$ cat src/rtl/codec_shift_pkg.sv
package codec_shift_pkg;

    typedef enum logic [1:0] {
        TX_IDLE  = 2'd0,
        TX_ARMED = 2'd1,
        TX_SHIFT = 2'd2
    } tx_state_t;

    typedef enum logic [1:0] {
        RX_IDLE  = 2'd0,
        RX_ARMED = 2'd1,
        RX_SHIFT = 2'd2
    } rx_state_t;

endpackage

$ cat src/rtl/codec_edge_sel.sv
module codec_edge_sel (
    input  logic clk,
    input  logic rst_n,
    input  logic bclk_rise,
    input  logic bclk_fall,
    input  logic fsync,
    input  logic clk_pol,
    input  logic fs_pol,
    output logic tx_edge,
    output logic rx_edge,
    output logic frame_start
);

    logic fs_active;
    logic fs_active_q;

    // launch and capture always sit on opposite bit-clock edges
    always_comb begin
        if (clk_pol) begin
            tx_edge = bclk_fall;
            rx_edge = bclk_rise;
        end else begin
            tx_edge = bclk_rise;
            rx_edge = bclk_fall;
        end
    end

    assign fs_active = (fsync == fs_pol);

    // reset to "active" so a sync already asserted at reset exit is not a start
    always_ff @(posedge clk or negedge rst_n) begin
        if (!rst_n) fs_active_q <= 1'b1;
        else        fs_active_q <= fs_active;
    end

    assign frame_start = fs_active & ~fs_active_q;

endmodule

$ cat src/rtl/codec_tx_ser.sv
module codec_tx_ser
    import codec_shift_pkg::*;
#(
    parameter int W = 16
) (
    input  logic         clk,
    input  logic         rst_n,
    input  logic         tx_en,
    input  logic         frame_start,
    input  logic         tx_edge,
    input  logic         lsb_first,
    input  logic         tx_valid,
    input  logic [W-1:0] tx_word,
    output logic         txd,
    output logic         tx_underrun
);

    localparam int            CW   = $clog2(W + 1);
    localparam logic [CW-1:0] LAST = CW'(W);

    tx_state_t     st_q, st_d;
    logic [W-1:0]  sreg_q;
    logic [CW-1:0] cnt_q;
    logic          lsb_q;
    logic          txd_q;
    logic          und_q;
    logic          bits_left;
    logic          next_bit;
    logic [W-1:0]  sreg_shifted;

    assign bits_left = (st_q != TX_IDLE) && (cnt_q != LAST);

    generate
        if (W > 1) begin : g_wide
            assign next_bit     = lsb_q ? sreg_q[0] : sreg_q[W-1];
            assign sreg_shifted = lsb_q ? {1'b0, sreg_q[W-1:1]}
                                        : {sreg_q[W-2:0], 1'b0};
        end else begin : g_single
            assign next_bit     = sreg_q[0];
            assign sreg_shifted = '0;
        end
    endgenerate

    // next-state logic
    always_comb begin
        st_d = st_q;
        if (!tx_en) begin
            st_d = TX_IDLE;
        end else if (frame_start) begin
            st_d = TX_ARMED;
        end else if (tx_edge) begin
            unique case (st_q)
                TX_IDLE:  st_d = TX_IDLE;
                TX_ARMED: st_d = TX_SHIFT;
                TX_SHIFT: st_d = (cnt_q == LAST) ? TX_IDLE : TX_SHIFT;
                default:  st_d = TX_IDLE;
            endcase
        end
    end

    // state register
    always_ff @(posedge clk or negedge rst_n) begin
        if (!rst_n) st_q <= TX_IDLE;
        else        st_q <= st_d;
    end

    // datapath and outputs
    always_ff @(posedge clk or negedge rst_n) begin
        if (!rst_n) begin
            sreg_q <= '0;
            cnt_q  <= '0;
            lsb_q  <= 1'b0;
            txd_q  <= 1'b0;
            und_q  <= 1'b0;
        end else begin
            und_q <= 1'b0;
            if (!tx_en) begin
                txd_q <= 1'b0;
                cnt_q <= '0;
            end else if (frame_start) begin
                sreg_q <= tx_valid ? tx_word : '0;
                und_q  <= ~tx_valid;
                lsb_q  <= lsb_first;
                cnt_q  <= '0;
                txd_q  <= 1'b0;
            end else if (tx_edge) begin
                if (bits_left) begin
                    txd_q  <= next_bit;
                    sreg_q <= sreg_shifted;
                    cnt_q  <= cnt_q + 1'b1;
                end else begin
                    txd_q <= 1'b0;
                end
            end
        end
    end

    assign txd         = txd_q;
    assign tx_underrun = und_q;

endmodule

$ cat src/rtl/codec_rx_des.sv
module codec_rx_des
    import codec_shift_pkg::*;
#(
    parameter int W = 16
) (
    input  logic         clk,
    input  logic         rst_n,
    input  logic         frame_start,
    input  logic         tx_edge,
    input  logic         rx_edge,
    input  logic         lsb_first,
    input  logic         rxd,
    output logic [W-1:0] rx_word,
    output logic         rx_valid
);

    localparam int            CW    = $clog2(W + 1);
    localparam logic [CW-1:0] FINAL = CW'(W - 1);
    localparam logic [CW-1:0] TOP   = CW'(W - 1);

    rx_state_t     st_q, st_d;
    logic [W-1:0]  acc_q;
    logic [W-1:0]  acc_d;
    logic [CW-1:0] cnt_q;
    logic [CW-1:0] slot_idx;
    logic          lsb_q;
    logic [W-1:0]  word_q;
    logic          valid_q;
    logic          take;

    assign take     = (st_q == RX_SHIFT) && rx_edge && !frame_start;
    assign slot_idx = lsb_q ? cnt_q : (TOP - cnt_q);

    always_comb begin
        acc_d = acc_q;
        for (int i = 0; i < W; i++) begin
            if (slot_idx == CW'(i)) acc_d[i] = rxd;
        end
    end

    // next-state logic
    always_comb begin
        st_d = st_q;
        if (frame_start) begin
            st_d = RX_ARMED;
        end else begin
            unique case (st_q)
                RX_IDLE:  st_d = RX_IDLE;
                RX_ARMED: st_d = tx_edge ? RX_SHIFT : RX_ARMED;
                RX_SHIFT: st_d = (rx_edge && cnt_q == FINAL) ? RX_IDLE : RX_SHIFT;
                default:  st_d = RX_IDLE;
            endcase
        end
    end

    // state register
    always_ff @(posedge clk or negedge rst_n) begin
        if (!rst_n) st_q <= RX_IDLE;
        else        st_q <= st_d;
    end

    // datapath and outputs
    always_ff @(posedge clk or negedge rst_n) begin
        if (!rst_n) begin
            acc_q   <= '0;
            cnt_q   <= '0;
            lsb_q   <= 1'b0;
            word_q  <= '0;
            valid_q <= 1'b0;
        end else begin
            valid_q <= 1'b0;
            if (frame_start) begin
                acc_q <= '0;
                cnt_q <= '0;
                lsb_q <= lsb_first;
            end else if (take) begin
                acc_q <= acc_d;
                cnt_q <= cnt_q + 1'b1;
                if (cnt_q == FINAL) begin
                    word_q  <= acc_d;
                    valid_q <= 1'b1;
                end
            end
        end
    end

    assign rx_word  = word_q;
    assign rx_valid = valid_q;

endmodule

$ cat src/rtl/codec_shifter.sv
module codec_shifter #(
    parameter int W = 16
) (
    input  logic         clk,
    input  logic         rst_n,
    input  logic         cfg_clk_pol,
    input  logic         cfg_lsb_first,
    input  logic         cfg_fs_pol,
    input  logic         tx_en,
    input  logic [W-1:0] tx_word,
    input  logic         tx_valid,
    output logic         tx_ready,
    output logic         txd,
    input  logic         rxd,
    output logic [W-1:0] rx_word,
    output logic         rx_valid,
    output logic         tx_underrun,
    input  logic         bclk_rise,
    input  logic         bclk_fall,
    input  logic         fsync
);

    logic tx_edge;
    logic rx_edge;
    logic frame_start;

    codec_edge_sel edge_i (
        .clk         (clk),
        .rst_n       (rst_n),
        .bclk_rise   (bclk_rise),
        .bclk_fall   (bclk_fall),
        .fsync       (fsync),
        .clk_pol     (cfg_clk_pol),
        .fs_pol      (cfg_fs_pol),
        .tx_edge     (tx_edge),
        .rx_edge     (rx_edge),
        .frame_start (frame_start)
    );

    codec_tx_ser #(.W(W)) tx_i (
        .clk         (clk),
        .rst_n       (rst_n),
        .tx_en       (tx_en),
        .frame_start (frame_start),
        .tx_edge     (tx_edge),
        .lsb_first   (cfg_lsb_first),
        .tx_valid    (tx_valid),
        .tx_word     (tx_word),
        .txd         (txd),
        .tx_underrun (tx_underrun)
    );

    codec_rx_des #(.W(W)) rx_i (
        .clk         (clk),
        .rst_n       (rst_n),
        .frame_start (frame_start),
        .tx_edge     (tx_edge),
        .rx_edge     (rx_edge),
        .lsb_first   (cfg_lsb_first),
        .rxd         (rxd),
        .rx_word     (rx_word),
        .rx_valid    (rx_valid)
    );

    assign tx_ready = frame_start & tx_en;

endmodule

$ cat config.mk
export PLATFORM = sky130hd
export DESIGN_NAME = codec_shifter
export DESIGN_NICKNAME = d
export VERILOG_FILES = /design/src/rtl/codec_shift_pkg.sv /design/src/rtl/codec_edge_sel.sv /design/src/rtl/codec_tx_ser.sv /design/src/rtl/codec_rx_des.sv /design/src/rtl/codec_shifter.sv
export SDC_FILE = /design/constraint.sdc
export NUM_CORES = 1
export LEC_CHECK = 0
export BUFFER_PORTS_ARGS = -buffer_cell sky130_fd_sc_hd__buf_4
export CORE_AREA = 2 2 84 86
export DETAILED_ROUTE_END_ITERATION = 10
export DIE_AREA = 0 0 86 88
export PLACE_DENSITY = 0.85
export SLEW_MARGIN = 20
export SYNTH_ARGS = -nofsm -noshare
export SYNTH_HDL_FRONTEND = slang
export SYNTH_SLANG_ARGS = --single-unit
$ cat constraint.sdc
create_clock -name clk -period 5.7 [get_ports clk]
set_input_delay 1.14 -clock clk [delete_from_list [all_inputs] [get_ports clk]]
set_output_delay 1.14 -clock clk [all_outputs]
set_load 0.005 [all_outputs]
==> results of run 1 <==
[per-stage QoR]
stage	power, mW	worst slack, ns
after floorplan	0.865	2.77
after global placement	0.923	2.44
after detailed placement	0.944	2.33
after CTS	1.38	2.62
after global routing	1.44	2.55
final	1.38	2.62
[worst min path at each step]
stage	depth (start not counted)	slack [ns]	end
6_report	1	0.51	rx_i.rx_word[0]
3_3_place_gp	1	0.49	rx_i.rx_word[15]
4_1_cts	1	0.52	rx_i.rx_word[0]
2_1_floorplan	1	0.50	tx_i.sreg_q[0]
3_5_place_dp	1	0.50	rx_i.rx_word[0]
5_1_grt	2	0.53	rx_i.rx_word[5]
[critical path: stages]
cell and delay [ns]:
buf_4 0.11, xor2_1 0.33, nor2_4 0.05, nand2_1 0.13
inv_1 0.05, buf_4 0.13
[metal layers]
layer	wire, µm	share of wire
met1	3260	0.42
met5	0	0
met4	197	0.025
met2	3940	0.51
met3	386	0.050
[sequential cells by signal, summed over array words and instances (netlist names), 2 cells and up]
register      count
rx_i.cnt_q        5
tx_i.sreg_q      16
rx_i.rx_word     16
rx_i.acc_q       16
tx_i.cnt_q        5
rx_i.st_q         2
tx_i.st_q         2
[cells by family (layout without fill, tap and decap cells)]
family / count (synthesis) / count (layout) / synth area share
AND/OR/NAND/NOR: 100 / 100 / 0.157
multiplexers: 72 / 72 / 0.204
AO/OA/AOI/OAI: 68 / 68 / 0.110
flip-flops: 68 / 68 / 0.433
buffers and inverters: 45 / 84 / 0.0528
adder cells (fa/ha/maj): 8 / 8 / 0.0255
XOR/XNOR: 8 / 8 / 0.0178
[cell type report]
cell class                      count  area share
Timing Repair Buffer               47      0.0789
Multi-Input combinational cell    256       0.452
Clock inverter                      4      0.0162
Tap cell                           80      0.0224
Clock buffer                       12      0.0324
Sequential cell                    68       0.381
Inverter                           21      0.0176
[power breakdown]
group	internal, mW	switching, mW	total [mW]
Combinational	0.172	0.145	0.316
Clock	0.258	0.182	0.439
Sequential	0.545	0.0785	0.623
[layout by cell type, fill, tap and decap left out, types with 5 or more instances in the layout]
cell type / Yosys / routed
a21oi_1: 21 / 21
buf_4: 2 / 47
clkbuf_8: 0 / 10
dfrtp_1: 67 / 67
ha_1: 8 / 8
inv_1: 21 / 21
mux2_2: 17 / 17
mux2_4: 11 / 11
mux2i_1: 43 / 43
nand2_1: 24 / 24
nand3b_1: 5 / 5
nand4_1: 13 / 13
nor2_1: 17 / 17
o21ai_0: 15 / 15
o31ai_1: 13 / 13
==> out/results.ini, run 1 <==
[timing]
post-route-period-util = 0.541
tightestPinTransition_ns = 0.914
period_needed_ns = 3.08
maxSlewViolCount = 0
max_freq_mhz = 324
hold_ws_ns = 0.514
clock_skew_ns = 0.0120
setup_viol = 0
setup-tns-final_ns = 0
max-slew-margin-rel = 0.389
rsz0062_at_grt = no
hold_viol = 0

[clock_tree]
cts.repair.resized = 0
clock_latency_ns = 0.35
cts_buffers = 9
cts_setup_buffers = 0
postCtsHoldBufs = 0
cts-root-buf = clkbuf_8
clockBufferDepth = 2
cts_tree = done
cts.sink_count = 68
htreeDepth = 3
path_clk_slew_ns = 0.06

[global_routing]
first_global_vias = 2804
overflow = 0
grt_max_degree = 69
grt_pass1_wl_um = 13100
met3_usage = 0.0415
antenna_found_initial = 0
gr-usage-met2 = 0.366
grt_usage = 0.221
grt_busiest_layer = met2
met1_usage = 0.277

[floorplanning]
ios = 47
fp.dieW_um = 86
row_count = 30
fp.coreArea_um2 = 6640
die_y_um = 88
die-area_um2 = 7570
initial_core_util = 0.592

[routing]
wire_per_inst_um = 15.9
routed_via_density = 5.94
wirelength_um = 7780
drtIter0Drc = 164
drt-pass1-iter-count = 4
drc = 0
vias = 2897
ant_nets = 0

[finish]
antenna_cells = 0
design_area_um2 = 4470
layout-drive-gt1-share = 0.265
area_growth_pct = 13.8
post-route-util = 0.673
multi_input_area_um2 = 2020
stdcell_count = 488
nNetsFinal = 438
seqCellArea_um2 = 1700
fillers = 517

[critical_path]
worst-setup-path-type = input port to output port
worst_setup_path_end_kind = output port
arrival_ns = 1.94
worstReg2RegStart = rx_i.st_q[0]
endpoint = tx_ready
startpoint = cfg_fs_pol
critPathMaxFanout = 3
r2r_slack_ns = 3.35
r2r_end = rx_i.rx_word[10]
reg2regPathDepth = 5
critPathRequiredTime_ns = 4.56
cp-start-kind = input port

[placement]
placed_area_um2 = 4260
port_buffers = 46
dpl.cell_count = 472
gp_congestion = 0.805
hpwl_um = 5210

[synth]
syn_area_um2 = 3930
ys_warn_count = 0
synth_edf_count = 0
syn_nets = 404
yosys.area.top_type = dfrtp_1
yosysSeqAreaShare = 0.433
yosysUniqueCellTypes = 54
yosys-top-cells-area = dfrtp_1 (43%), mux2i_1 (11%), mux2_2 (4.9%)
synth_cells = 369
synthArstFlopShare = 1.00
synthTopCellsByCount = dfrtp_1 (67), mux2i_1 (43), nand2_1 (24), a21oi_1 (21), inv_1 (21)
synthFlopType = dfrtp_1
synth_top_area_share = 0.426
synth_most_common_cell = dfrtp_1
ys_ff_latch = 68
avgSynthCellArea_um2 = 10.7

[power]
leakage_nw = 2.05
max-vdd-ir-drop_mv = 0.210
p_per_area_nw_per_um2 = 308

[min_path]
worstHoldPathType = flip-flop to flip-flop
min-delay-start = rx_i.rx_word[0]

[run]
drv_cap = 0

[run_status]
status = completed

No activity file was read; power rests on OpenSTA's default activity.
==> inputs of run 2 (changes only) <==
--- a/config.mk
+++ b/config.mk
@@ -6,10 +6,10 @@
 export NUM_CORES = 1
 export LEC_CHECK = 0
 export BUFFER_PORTS_ARGS = -buffer_cell sky130_fd_sc_hd__buf_4
-export CORE_AREA = 2 2 84 86
+export CORE_AREA = 2 2 90 92
 export DETAILED_ROUTE_END_ITERATION = 10
-export DIE_AREA = 0 0 86 88
-export PLACE_DENSITY = 0.85
+export DIE_AREA = 0 0 92 94
+export PLACE_DENSITY = 0.79
 export SLEW_MARGIN = 20
 export SYNTH_ARGS = -nofsm -noshare
 export SYNTH_HDL_FRONTEND = slang
==> constraint.sdc (replaced) <==
create_clock -name clk -period 2.75 [get_ports clk]
set_input_delay 0.55 -clock clk [delete_from_list [all_inputs] [get_ports clk]]
set_output_delay 0.55 -clock clk [all_outputs]
set_load 0.005 [all_outputs]
==> out/results.ini, run 2 (synthesis results as in run 1) <==
[run_status]
status = completed  ; unchanged

[finish]
layout-drive-gt1-share = 0.271  ; was 0.265
final_common_cell = dfrtp_1  ; unchanged
post-route-util = 0.594  ; was 0.673
nNetsFinal = 443  ; was 438
area_growth_pct = 14.9  ; was 13.8%
most-common-layout-cells = dfrtp_1 (67), buf_4 (52), mux2i_1 (43), nand2_1 (24)  ; was dfrtp_1 (67), buf_4 (47), mux2i_1 (43), nand2_1 (24)
antenna_cells = 0  ; unchanged

[clock_tree]
cts_buffers = 9  ; unchanged
cts_setup_buffers = 0  ; unchanged
cts.repair.resized = 0  ; unchanged
cts-root-buf = clkbuf_8  ; unchanged
path_clk_slew_ns = 0.07  ; was 0.06 ns
postCtsHoldBufs = 0  ; unchanged
cts.sink_count = 68  ; unchanged
clockBufferDepth = 2  ; unchanged
htreeDepth = 3  ; unchanged
clock_latency_ns = 0.35  ; about the same
cts_tree = done  ; unchanged

[global_routing]
met1_usage = 0.247  ; was 0.277
met3_usage = 0.0498  ; was 0.0415
grt_max_degree = 69  ; unchanged
gr-usage-met2 = 0.320  ; was 0.366
grt_busiest_layer = met2  ; unchanged
grt_usage = 0.194  ; was 0.221
grt_pass1_wl_um = 13300  ; was 13100 µm
first_global_vias = 2900  ; was 2804
overflow = 0  ; unchanged
antenna_found_initial = 0  ; unchanged

[timing]
max_freq_mhz = 482
tightestPinTransition_ns = 0.847  ; was 0.914 ns
setup_viol = 0  ; unchanged
max-slew-margin-rel = 0.435  ; was 0.389
maxSlewViolCount = 0  ; unchanged
setup-tns-final_ns = 0  ; unchanged
period_needed_ns = 2.08
rsz0062_at_grt = no  ; unchanged
hold_viol = 0  ; unchanged
setup_slack_ns = 0.674  ; was 2.62 ns
clock_skew_ns = 0.0126  ; was 0.0120 ns
post-route-period-util = 0.755

[routing]
drtIter0Drc = 195  ; was 164
drt-pass1-iter-count = 4  ; unchanged
drc = 0  ; unchanged
wirelength_um = 7840  ; was 7780 µm
routed_via_density = 5.64  ; was 5.94
vias = 2907  ; was 2897
ant_nets = 0  ; unchanged
wire_per_inst_um = 15.2  ; was 15.9 µm

[floorplanning]
row_count = 32  ; was 30
fp.coreArea_um2 = 7610  ; was 6640 µm²
initial_core_util = 0.517  ; was 0.592
die-area_um2 = 8650  ; was 7570 µm²
die_y_um = 94  ; was 88 µm
ios = 47  ; unchanged
fp.dieW_um = 92  ; was 86 µm

[critical_path]
cp-start-kind = flip-flop  ; was input port
crit_buf_inv = 2  ; was 3
cp_slowest_cell = nor3_4  ; was xor2_1
critPathMaxFanout = 23  ; was 3
arrival_ns = 2.33  ; was 1.94 ns
path_cells = inv_1 > ha_1 > nand2_4 > nor3_4 > buf_4 > mux2i_1  ; was buf_4 > xor2_1 > nor2_4 > nand2_1 > inv_1 > buf_4
max_stage_delay_ns = 0.46  ; was 0.33 ns
crit_family = simple AND/OR/NAND/NOR gates  ; was XOR/XNOR gates
worst_setup_path_end_kind = flip-flop  ; was output port
worst-setup-path-type = flip-flop to flip-flop  ; was input port to output port
critPathRequiredTime_ns = 3.01  ; was 4.56 ns

[power]
p_per_area_nw_per_um2 = 615  ; was 308 nW/µm²
fin_total_pwr_mw = 2.78  ; was 1.38 mW
max-vdd-ir-drop_mv = 0.353  ; was 0.210 mV
leakage_nw = 2.07  ; was 2.05 nW

[placement]
hpwl_um = 5440  ; was 5210 µm
dp_slack_ns = 0.490  ; was 2.33 ns
port_buffers = 46  ; unchanged
gp_congestion = 0.846  ; was 0.805

[run]
drv_cap = 0  ; unchanged

[min_path]
worstHoldPathType = input port to async pin  ; was flip-flop to flip-flop

run 2: changes by cell type in the layout (fill, tap and decap cells not counted):
cell,before,now
clkbuf_8,10,11
buf_4,47,52
bufinv_16,2,1
clkinvlp_4,1,0
clkbuf_1,2,3
run 2: cell type report:
type / instances / area [µm²]
Fill cell: 665 / 3090
Sequential cell: 68 / 1700
Clock buffer: 14 / 163
Clock inverter: 2 / 35.0
Inverter: 21 / 78.8
Tap cell: 102 / 128
Timing Repair Buffer: 52 / 390
Multi-Input combinational cell: 256 / 2020
run 2: report_power, final:
| group | total [mW] | internal, mW | switching (mW) |
|---|---|---|---|
| registers | 1.29 | 1.13 | 0.159 |
| clock network | 0.831 | 0.469 | 0.362 |
| logic | 0.657 | 0.360 | 0.297 |
run 2: worst register-to-register path: stages, from the launching register on:
cell     delay, ns
dfrtp_1       0.39
inv_1         0.06
ha_1          0.30
nand2_4       0.23
nor3_4        0.47
buf_4         0.30
mux2i_1       0.24
run 2: path summary, 6_finish.rpt:
path | startpoint | endpoint | slack (ns) | cells past startpoint
max | rx_i.st_q[0] | rx_i.rx_word[9] | 0.67 | 6
max reg2reg | rx_i.st_q[0] | rx_i.rx_word[9] | 0.67 | 6
min | rst_n | rx_i.rx_word[13] | 0.29 | 1
min in group clk | cfg_lsb_first | rx_i.lsb_q | 0.46 | 2
max in group asynchronous | rst_n | rx_i.acc_q[13] | 1.88 | 1
min reg2reg | rx_i.rx_word[10] | rx_i.rx_word[10] | 0.51 | 1
run 2: through the flow:
stage                     std cells  area [µm²]  hold WS (ns)
final                           515        4520         0.294
after global routing            515        4520         0.378
after CTS                       515        4520         0.334
after detailed placement        499        4320         0.498
after global placement          499        4320         0.494
after floorplan                 369        3930         0.254
run 2: per-layer routing:
metal / part of all wire / wire length [µm]
met2: 0.49 / 3880
met1: 0.44 / 3440
met4: 0.022 / 170
met5: 0 / 0
met3: 0.045 / 350
